File: config.mk
export PLATFORM = sky130hd
export DESIGN_NAME = ts_capture_mem
export DESIGN_NICKNAME = d
export VERILOG_FILES = /design/src/rtl/ts_cap_pkg.sv /design/src/rtl/ts_slot.sv /design/src/rtl/ts_port_bank.sv /design/src/rtl/ts_capture_mem.sv
export SDC_FILE = /design/constraint.sdc
export NUM_CORES = 1
export LEC_CHECK = 0
export BUFFER_PORTS_ARGS = -buffer_cell sky130_fd_sc_hd__clkbuf_2
export CORE_UTILIZATION = 45
export DETAILED_ROUTE_END_ITERATION = 12
export SYNTH_ARGS = -nofsm -noshare
export SYNTH_HDL_FRONTEND = slang
export SYNTH_SLANG_ARGS = --single-unit
File: constraint.sdc
create_clock -name clk -period 2.05 [get_ports clk]
set_clock_uncertainty 0.15 [all_clocks]
set_input_delay 0.1025 -clock clk [delete_from_list [all_inputs] [get_ports clk]]
set_output_delay 0.1025 -clock clk [all_outputs]
set_load 0.02 [all_outputs]
File: src/rtl/ts_cap_pkg.sv
package ts_cap_pkg;
  localparam int TS_W    = 40;
  localparam int LO_W    = 32;
  localparam int HI_W    = TS_W - LO_W;
  localparam int OVF_BIT = 31;
  localparam int RNG_BIT = 30;

  typedef enum logic [1:0] {
    BANK_LO   = 2'd0,
    BANK_HI   = 2'd1,
    BANK_STAT = 2'd2,
    BANK_NONE = 2'd3
  } bank_e;
endpackage

File: src/rtl/ts_slot.sv
module ts_slot
  import ts_cap_pkg::*;
(
  input  logic            clk,
  input  logic            rst_n,
  input  logic            cap_hit,
  input  logic [TS_W-1:0] cap_data,
  input  logic            wr_lo,
  input  logic            wr_hi,
  input  logic [31:0]     wr_data,
  output logic [LO_W-1:0] lo_q,
  output logic [HI_W-1:0] hi_q,
  output logic            valid_q,
  output logic            cap_drop
);
  logic mark_lo, mark_hi;
  logic wr_zero, take, nxt_lo, nxt_hi;

  assign wr_zero  = (wr_data == 32'd0);
  assign take     = cap_hit & ~valid_q;
  assign cap_drop = cap_hit & valid_q;
  assign nxt_lo   = mark_lo | (wr_lo & wr_zero);
  assign nxt_hi   = mark_hi | (wr_hi & wr_zero);

  always_ff @(posedge clk) begin
    if (!rst_n) begin
      lo_q    <= '0;
      hi_q    <= '0;
      valid_q <= 1'b0;
      mark_lo <= 1'b0;
      mark_hi <= 1'b0;
    end else if (take) begin
      lo_q    <= cap_data[LO_W-1:0];
      hi_q    <= cap_data[TS_W-1:LO_W];
      valid_q <= 1'b1;
      mark_lo <= 1'b0;
      mark_hi <= 1'b0;
    end else begin
      if (wr_lo && wr_zero) lo_q <= '0;
      if (wr_hi && wr_zero) hi_q <= '0;
      if (nxt_lo && nxt_hi) begin
        valid_q <= 1'b0;
        mark_lo <= 1'b0;
        mark_hi <= 1'b0;
      end else begin
        mark_lo <= nxt_lo;
        mark_hi <= nxt_hi;
      end
    end
  end

  p_take_sets_valid_r2: assert property (@(posedge clk) disable iff (!rst_n)
    cap_hit && !valid_q |=> valid_q && lo_q == $past(cap_data[LO_W-1:0]));

  p_drop_keeps_data_r5: assert property (@(posedge clk) disable iff (!rst_n)
    cap_hit && valid_q && !wr_lo && !wr_hi |=> valid_q && $stable(lo_q) && $stable(hi_q));

  p_fall_needs_zero_r4: assert property (@(posedge clk) disable iff (!rst_n)
    $fell(valid_q) |-> $past(wr_lo || wr_hi) && $past(wr_data) == 32'd0);
endmodule

File: src/rtl/ts_port_bank.sv
module ts_port_bank
  import ts_cap_pkg::*;
#(
  parameter int NUM_SLOTS = 5,
  parameter int SLOT_W    = 3
) (
  input  logic                      clk,
  input  logic                      rst_n,
  input  logic                      cap_fire,
  input  logic [SLOT_W-1:0]         cap_slot,
  input  logic [TS_W-1:0]           cap_data,
  input  logic                      wr_en,
  input  bank_e                     wr_bank,
  input  logic [SLOT_W-1:0]         wr_slot,
  input  logic [31:0]               wr_data,
  output logic [NUM_SLOTS*LO_W-1:0] lo_flat,
  output logic [NUM_SLOTS*HI_W-1:0] hi_flat,
  output logic [NUM_SLOTS-1:0]      valid_vec,
  output logic                      ovf_q,
  output logic                      rng_q
);
  logic                 in_range, stat_wr, any_drop;
  logic [NUM_SLOTS-1:0] hit_vec, drop_vec;

  assign in_range = ({1'b0, cap_slot} < (SLOT_W+1)'(NUM_SLOTS));
  assign stat_wr  = wr_en && (wr_bank == BANK_STAT);
  assign any_drop = |drop_vec;

  for (genvar s = 0; s < NUM_SLOTS; s++) begin : g_slot
    assign hit_vec[s] = cap_fire && in_range && (cap_slot == SLOT_W'(s));
    ts_slot u_slot (
      .clk      (clk),
      .rst_n    (rst_n),
      .cap_hit  (hit_vec[s]),
      .cap_data (cap_data),
      .wr_lo    (wr_en && wr_bank == BANK_LO && wr_slot == SLOT_W'(s)),
      .wr_hi    (wr_en && wr_bank == BANK_HI && wr_slot == SLOT_W'(s)),
      .wr_data  (wr_data),
      .lo_q     (lo_flat[s*LO_W +: LO_W]),
      .hi_q     (hi_flat[s*HI_W +: HI_W]),
      .valid_q  (valid_vec[s]),
      .cap_drop (drop_vec[s])
    );
  end

  always_ff @(posedge clk) begin
    if (!rst_n) begin
      ovf_q <= 1'b0;
      rng_q <= 1'b0;
    end else begin
      if (any_drop)                         ovf_q <= 1'b1;
      else if (stat_wr && wr_data[OVF_BIT]) ovf_q <= 1'b0;
      if (cap_fire && !in_range)            rng_q <= 1'b1;
      else if (stat_wr && wr_data[RNG_BIT]) rng_q <= 1'b0;
    end
  end

  p_ovf_sticky_r5: assert property (@(posedge clk) disable iff (!rst_n)
    ovf_q && !(stat_wr && wr_data[OVF_BIT]) |=> ovf_q);

  p_range_flag_r6: assert property (@(posedge clk) disable iff (!rst_n)
    cap_fire && !in_range |=> rng_q && $stable(valid_vec));

  p_single_hit_r2: assert property (@(posedge clk) disable iff (!rst_n)
    $onehot0(hit_vec));
endmodule

File: src/rtl/ts_capture_mem.sv
module ts_capture_mem
  import ts_cap_pkg::*;
#(
  parameter int NUM_PORTS = 2,
  parameter int NUM_SLOTS = 5,
  parameter int CAP_LSB   = 8,
  localparam int PORT_W   = (NUM_PORTS > 1) ? $clog2(NUM_PORTS) : 1,
  localparam int SLOT_W   = (NUM_SLOTS > 1) ? $clog2(NUM_SLOTS) : 1,
  localparam int ADDR_W   = 2 + PORT_W + SLOT_W
) (
  input  logic              clk,
  input  logic              rst_n,
  input  logic [63:0]       lcl_time,
  input  logic              cap_valid,
  output logic              cap_ready,
  input  logic [PORT_W-1:0] cap_port,
  input  logic [SLOT_W-1:0] cap_slot,
  input  logic              reg_en,
  input  logic              reg_we,
  input  logic [ADDR_W-1:0] reg_addr,
  input  logic [31:0]       reg_wdata,
  output logic [31:0]       reg_rdata
);
  initial begin
    if (CAP_LSB + TS_W > 64) $error("capture window exceeds the timer");
    if (NUM_SLOTS > RNG_BIT)  $error("too many slots for the status word");
  end

  logic                cap_fire, rd_strobe;
  logic [TS_W-1:0]     cap_data;
  bank_e               a_bank;
  logic [PORT_W-1:0]   a_port;
  logic [SLOT_W-1:0]   a_slot;
  logic [31:0]         rd_next;

  logic [NUM_SLOTS*LO_W-1:0] lo_flat   [NUM_PORTS];
  logic [NUM_SLOTS*HI_W-1:0] hi_flat   [NUM_PORTS];
  logic [NUM_SLOTS-1:0]      valid_vec [NUM_PORTS];
  logic [NUM_PORTS-1:0]      ovf_vec, rng_vec;

  assign cap_ready = rst_n;
  assign cap_fire  = cap_valid && cap_ready;
  assign cap_data  = lcl_time[CAP_LSB +: TS_W];
  assign a_bank    = bank_e'(reg_addr[ADDR_W-1 -: 2]);
  assign a_port    = reg_addr[SLOT_W +: PORT_W];
  assign a_slot    = reg_addr[SLOT_W-1:0];
  assign rd_strobe = reg_en && !reg_we;

  for (genvar p = 0; p < NUM_PORTS; p++) begin : g_port
    ts_port_bank #(.NUM_SLOTS(NUM_SLOTS), .SLOT_W(SLOT_W)) u_bank (
      .clk       (clk),
      .rst_n     (rst_n),
      .cap_fire  (cap_fire && cap_port == PORT_W'(p)),
      .cap_slot  (cap_slot),
      .cap_data  (cap_data),
      .wr_en     (reg_en && reg_we && a_port == PORT_W'(p)),
      .wr_bank   (a_bank),
      .wr_slot   (a_slot),
      .wr_data   (reg_wdata),
      .lo_flat   (lo_flat[p]),
      .hi_flat   (hi_flat[p]),
      .valid_vec (valid_vec[p]),
      .ovf_q     (ovf_vec[p]),
      .rng_q     (rng_vec[p])
    );
  end

  always_comb begin
    rd_next = '0;
    for (int p = 0; p < NUM_PORTS; p++) begin
      if (a_port == PORT_W'(p)) begin
        if (a_bank == BANK_STAT) begin
          rd_next = 32'(valid_vec[p]);
          rd_next[OVF_BIT] = ovf_vec[p];
          rd_next[RNG_BIT] = rng_vec[p];
        end
        for (int s = 0; s < NUM_SLOTS; s++) begin
          if (a_slot == SLOT_W'(s)) begin
            if (a_bank == BANK_LO) rd_next = lo_flat[p][s*LO_W +: LO_W];
            if (a_bank == BANK_HI) rd_next = 32'(hi_flat[p][s*HI_W +: HI_W]);
          end
        end
      end
    end
  end

  always_ff @(posedge clk) begin
    if (!rst_n)         reg_rdata <= '0;
    else if (rd_strobe) reg_rdata <= rd_next;
  end

  p_unmapped_zero_r3: assert property (@(posedge clk) disable iff (!rst_n)
    rd_strobe && a_bank == BANK_NONE |=> reg_rdata == 32'd0);

  p_rdata_hold_r3: assert property (@(posedge clk) disable iff (!rst_n)
    !rd_strobe |=> $stable(reg_rdata));
endmodule

==> results by group <==
Floorplan
  – Core area: 41200 sq um
  – Chip width: 207 um
  – Starting density of the core: 46.0%
  – Die area: 42900 sq um
  – Row Count: 74
  – Die Y: 207 um
  – Ports: 144

Placement
  – Placed cells: 2562
  – # port buffers: 119
  – Final Wtd Congestion: 0.958
  – Hpwl dp: 50600 um

Clocking
  – TritonCTS clock tree: yes
  – Clk slew on worst S/H paths: 0.06 ns
  – Clk sinks: 466
  – Clock Path Buffers: 3
  – Worst skew pair latency: 0.60 ns
  – Clock root cell: clkbuf_16
  – TritonCTS Buffers: 49
  – CTS H-tree depth: 2

Final layout
  – Layout overhead on the synthesized area: 26.8%
  – Nets: 2245
  – Most frequent cells in the layout: 465 x dfxtp_1, 339 x a22o_1, 203 x buf_4
  – Multi-input logic area: 8980 sq um
  – Non-filler cells in the finished layout: 2707
  – Register area: 9330 sq um
  – Most common cell after layout, fill and taps aside: dfxtp_1
  – Layout cell share with drive strength beyond 1: 23.6%
  – Number of fill cells: 3521

Timing
  – Fmax: 510 MHz
  – Min Tclk post-route: 1.96 ns
  – Slew Viols, Final: 0
  – Setup tns final: 0 ns
  – Final hold vios: 0
  – Slew headroom: 43.4%
  – Final setup violation count: 0
  – Worst-Margin Slew: 0.845 ns
  – Final period util: 95.6%

Synthesis
  – Flop and latch count out of synthesis: 466
  – Seq/Total Area, Yosys: 49.3%
  – XOR/XNOR share of the synthesized area: 0%
  – YS warnings: 0
  – Synth Instances: 1882
  – Post-synth EDFFs: 0
  – Adder-cell share of the synthesized area: 0%
  – Syn Area/Cell: 10.1 sq um
  – Mapped Nets: 1993
  – Mux share of post-synthesis cell area: 5.45%
  – Synthesized cell area: 18900 sq um
  – Main combinational cell family by area after synthesis: compound AO/OA/AOI/OAI gates
  – Async set-reset flop share out of synthesis: 0%
  – Synth unique cells: 75
  – Synth Area in Simple Gates: 10.5%
  – Synth Area in Compound Gates: 30.1%
  – Synth Flop Type: dfxtp_1

Worst setup path
  – Critical path endpoint category: flip-flop
  – WP data required: 2.37 ns
  – Worst r2r src: g_port[0].u_bank.g_slot[0].u_slot.hi_q[6]$_SDFFE_PN0P_
  – Crit path max fanout: 8
  – Data arrival time of the worst path: 2.28 ns
  – Slowest cell on crit path: dlygate4sd3_1
  – Origin of the worst setup path: cap_port
  – Worst R2R Setup Slack: 0.16 ns
  – CP peak stage delay: 0.54 ns
  – Crit start category: input pin
  – Critical-path cell list: dlygate4sd3_1, clkbuf_2, nand3b_1, or2_2, nor3_2, nand2b_2, a21oi_4, buf_4, a22o_1
  – Crit path kind: input pin to flip-flop

Detailed routing
  – DRT Wirelength: 76100 um
  – Vias/cell: 6.58
  – ANT nets after route: 0
  – WL/cell: 28.1 um
  – Drt pass-1 iters: 5
  – Vias: 17800
  – DR iter-0 viols: 2121
  – # DRC: 0

Outcome
  – Status: finished, final reports clean

Pwr
  – Leakage: 0.00929 uW
  – Pwr per Cell Area: 844 nW/um^2
  – Worst ir drop on vdd: 668 uV

GRT
  – Global-route wire length before repair: 114000 um
  – GRT Residual Overflow: 0
  – Largest net degree at the start of global routing: 72
  – Gr usage total: 35.0%
  – Initial antenna violation count: 1
  – Number of global-route vias before repair: 17200

Flow run
  – MaxCap Viol Count: 0

Worst hold path
  – HP Start: cap_slot[0]
  – Worst hold-check path type: input pin to flip-flop
==> registers in the layout, summed over array words and instances (netlist names) <==
| signal | cells |
|---|---|
| g_port.u_bank.g_slot.u_slot.lo_q | 320 |
| g_port.u_bank.g_slot.u_slot.hi_q | 80 |
| reg_rdata | 32 |
| g_port.u_bank.g_slot.u_slot.mark_hi | 10 |
| g_port.u_bank.g_slot.u_slot.mark_lo | 10 |
| g_port.u_bank.g_slot.u_slot.valid_q | 10 |
| g_port.u_bank.ovf_q | 2 |
| g_port.u_bank.rng_q | 2 |
==> metrics by stage <==
stage	hold WS [ns]	utilization, %	area [sq um]	worst slack [ns]	total power, uW
6_report	0.0319	58.3	24000	0.0898	20300
2_1_floorplan	0.152	-	18900	0.0270	10300
3_3_place_gp	0.260	52.9	21800	-0.241	11200
3_5_place_dp	0.267	52.9	21800	-0.232	11200
4_1_cts	0.00722	58.1	23900	0.0398	20300
5_1_grt	0.0401	58.2	24000	-0.0000717	20800
==> cells in the mapped netlist (5+ instances only) <==
cell type | n | area share (%)
a211oi_1 | 14 | 0.56
a21boi_1 | 14 | 0.56
a21o_1 | 5 | 0.20
a21oi_1 | 73 | 1.9
a221oi_1 | 25 | 1.2
a222oi_1 | 12 | 0.63
a22o_1 | 339 | 16
a22oi_1 | 62 | 2.5
a31oi_1 | 16 | 0.53
and2_1 | 9 | 0.30
and3_1 | 5 | 0.17
buf_1 | 38 | 0.75
buf_2 | 33 | 0.87
clkbuf_1 | 130 | 2.6
dfxtp_1 | 466 | 49
inv_1 | 8 | 0.16
mux2_2 | 12 | 0.71
mux2i_1 | 49 | 2.6
mux4_2 | 18 | 2.1
nand2_1 | 118 | 2.3
nand2b_1 | 24 | 0.79
nand3_1 | 26 | 0.69
nand4_1 | 10 | 0.33
nor2_1 | 45 | 0.89
nor2b_1 | 48 | 1.6
nor3_1 | 17 | 0.45
nor3b_1 | 22 | 0.87
nor4_1 | 15 | 0.50
o211ai_1 | 9 | 0.36
o21ai_0 | 97 | 2.6
o221ai_1 | 5 | 0.23
o22ai_1 | 15 | 0.50
o31ai_1 | 11 | 0.44
==> final timing paths <==
check | depth (start not counted) | to
setup / recovery | 9 | g_port[0].u_bank.g_slot[1].u_slot.lo_q[7]$_SDFFE_PN0P_
hold / removal | 5 | g_port[1].u_bank.g_slot[2].u_slot.valid_q$_SDFFE_PN0P_
setup reg to reg | 7 | reg_rdata[6]$_SDFFE_PN0P_
hold reg to reg | 1 | g_port[1].u_bank.g_slot[2].u_slot.mark_hi$_SDFF_PP0_
==> cells by family after synthesis <==
group	count (synthesis)
mux	79
buf+inv	215
flops	466
compound gates	748
simple gates	374
==> layer usage <==
metal | global-route usage [%] | up-vias | part of all wire (%)
met5 | 0 | - | 0
met4 | 12.5 | 0 | 3.5
met3 | 6.70 | 183 | 11
met2 | 51.5 | 1128 | 42
met1 | 50.6 | 8784 | 43
li1 | - | 7706 | -
==> power by group <==
group          switching [uW]  internal (uW)  total, uW
sequential               90.0           9190       9280
clock                    3730           5340       9070
combinational            1190            720       1910
==> what timing repair did <==
| item | in CTS | in global routing |
|---|---|---|
| endpoints found under the hold margin | 433 | 0 |
| gates resized for setup | 1 | 11 |
| setup buffers | 0 | 1 |
| pin swaps | 0 | 3 |
| hold buffers | 52 | 0 |
| setup endpoints to repair | 1 | 126 |
==> area by class of cell <==
cell class	instances	share of cell area, %
diodes	3	0.0313
repair buffers	407	13.9
flip-flops and latches	466	38.9
clock inverters	11	0.454
multi-input cells	1201	37.4
clock buffers	78	6.37
inverters	9	0.141
well taps	532	2.77
==> critical path, delay by kind of cell <==
family | cells | cell delay, ns
AND/OR/NAND/NOR | 4 | 1.03
buffers and inverters | 3 | 0.87
AO/OA/AOI/OAI | 2 | 0.27
(Power assumes the default switching activity.)
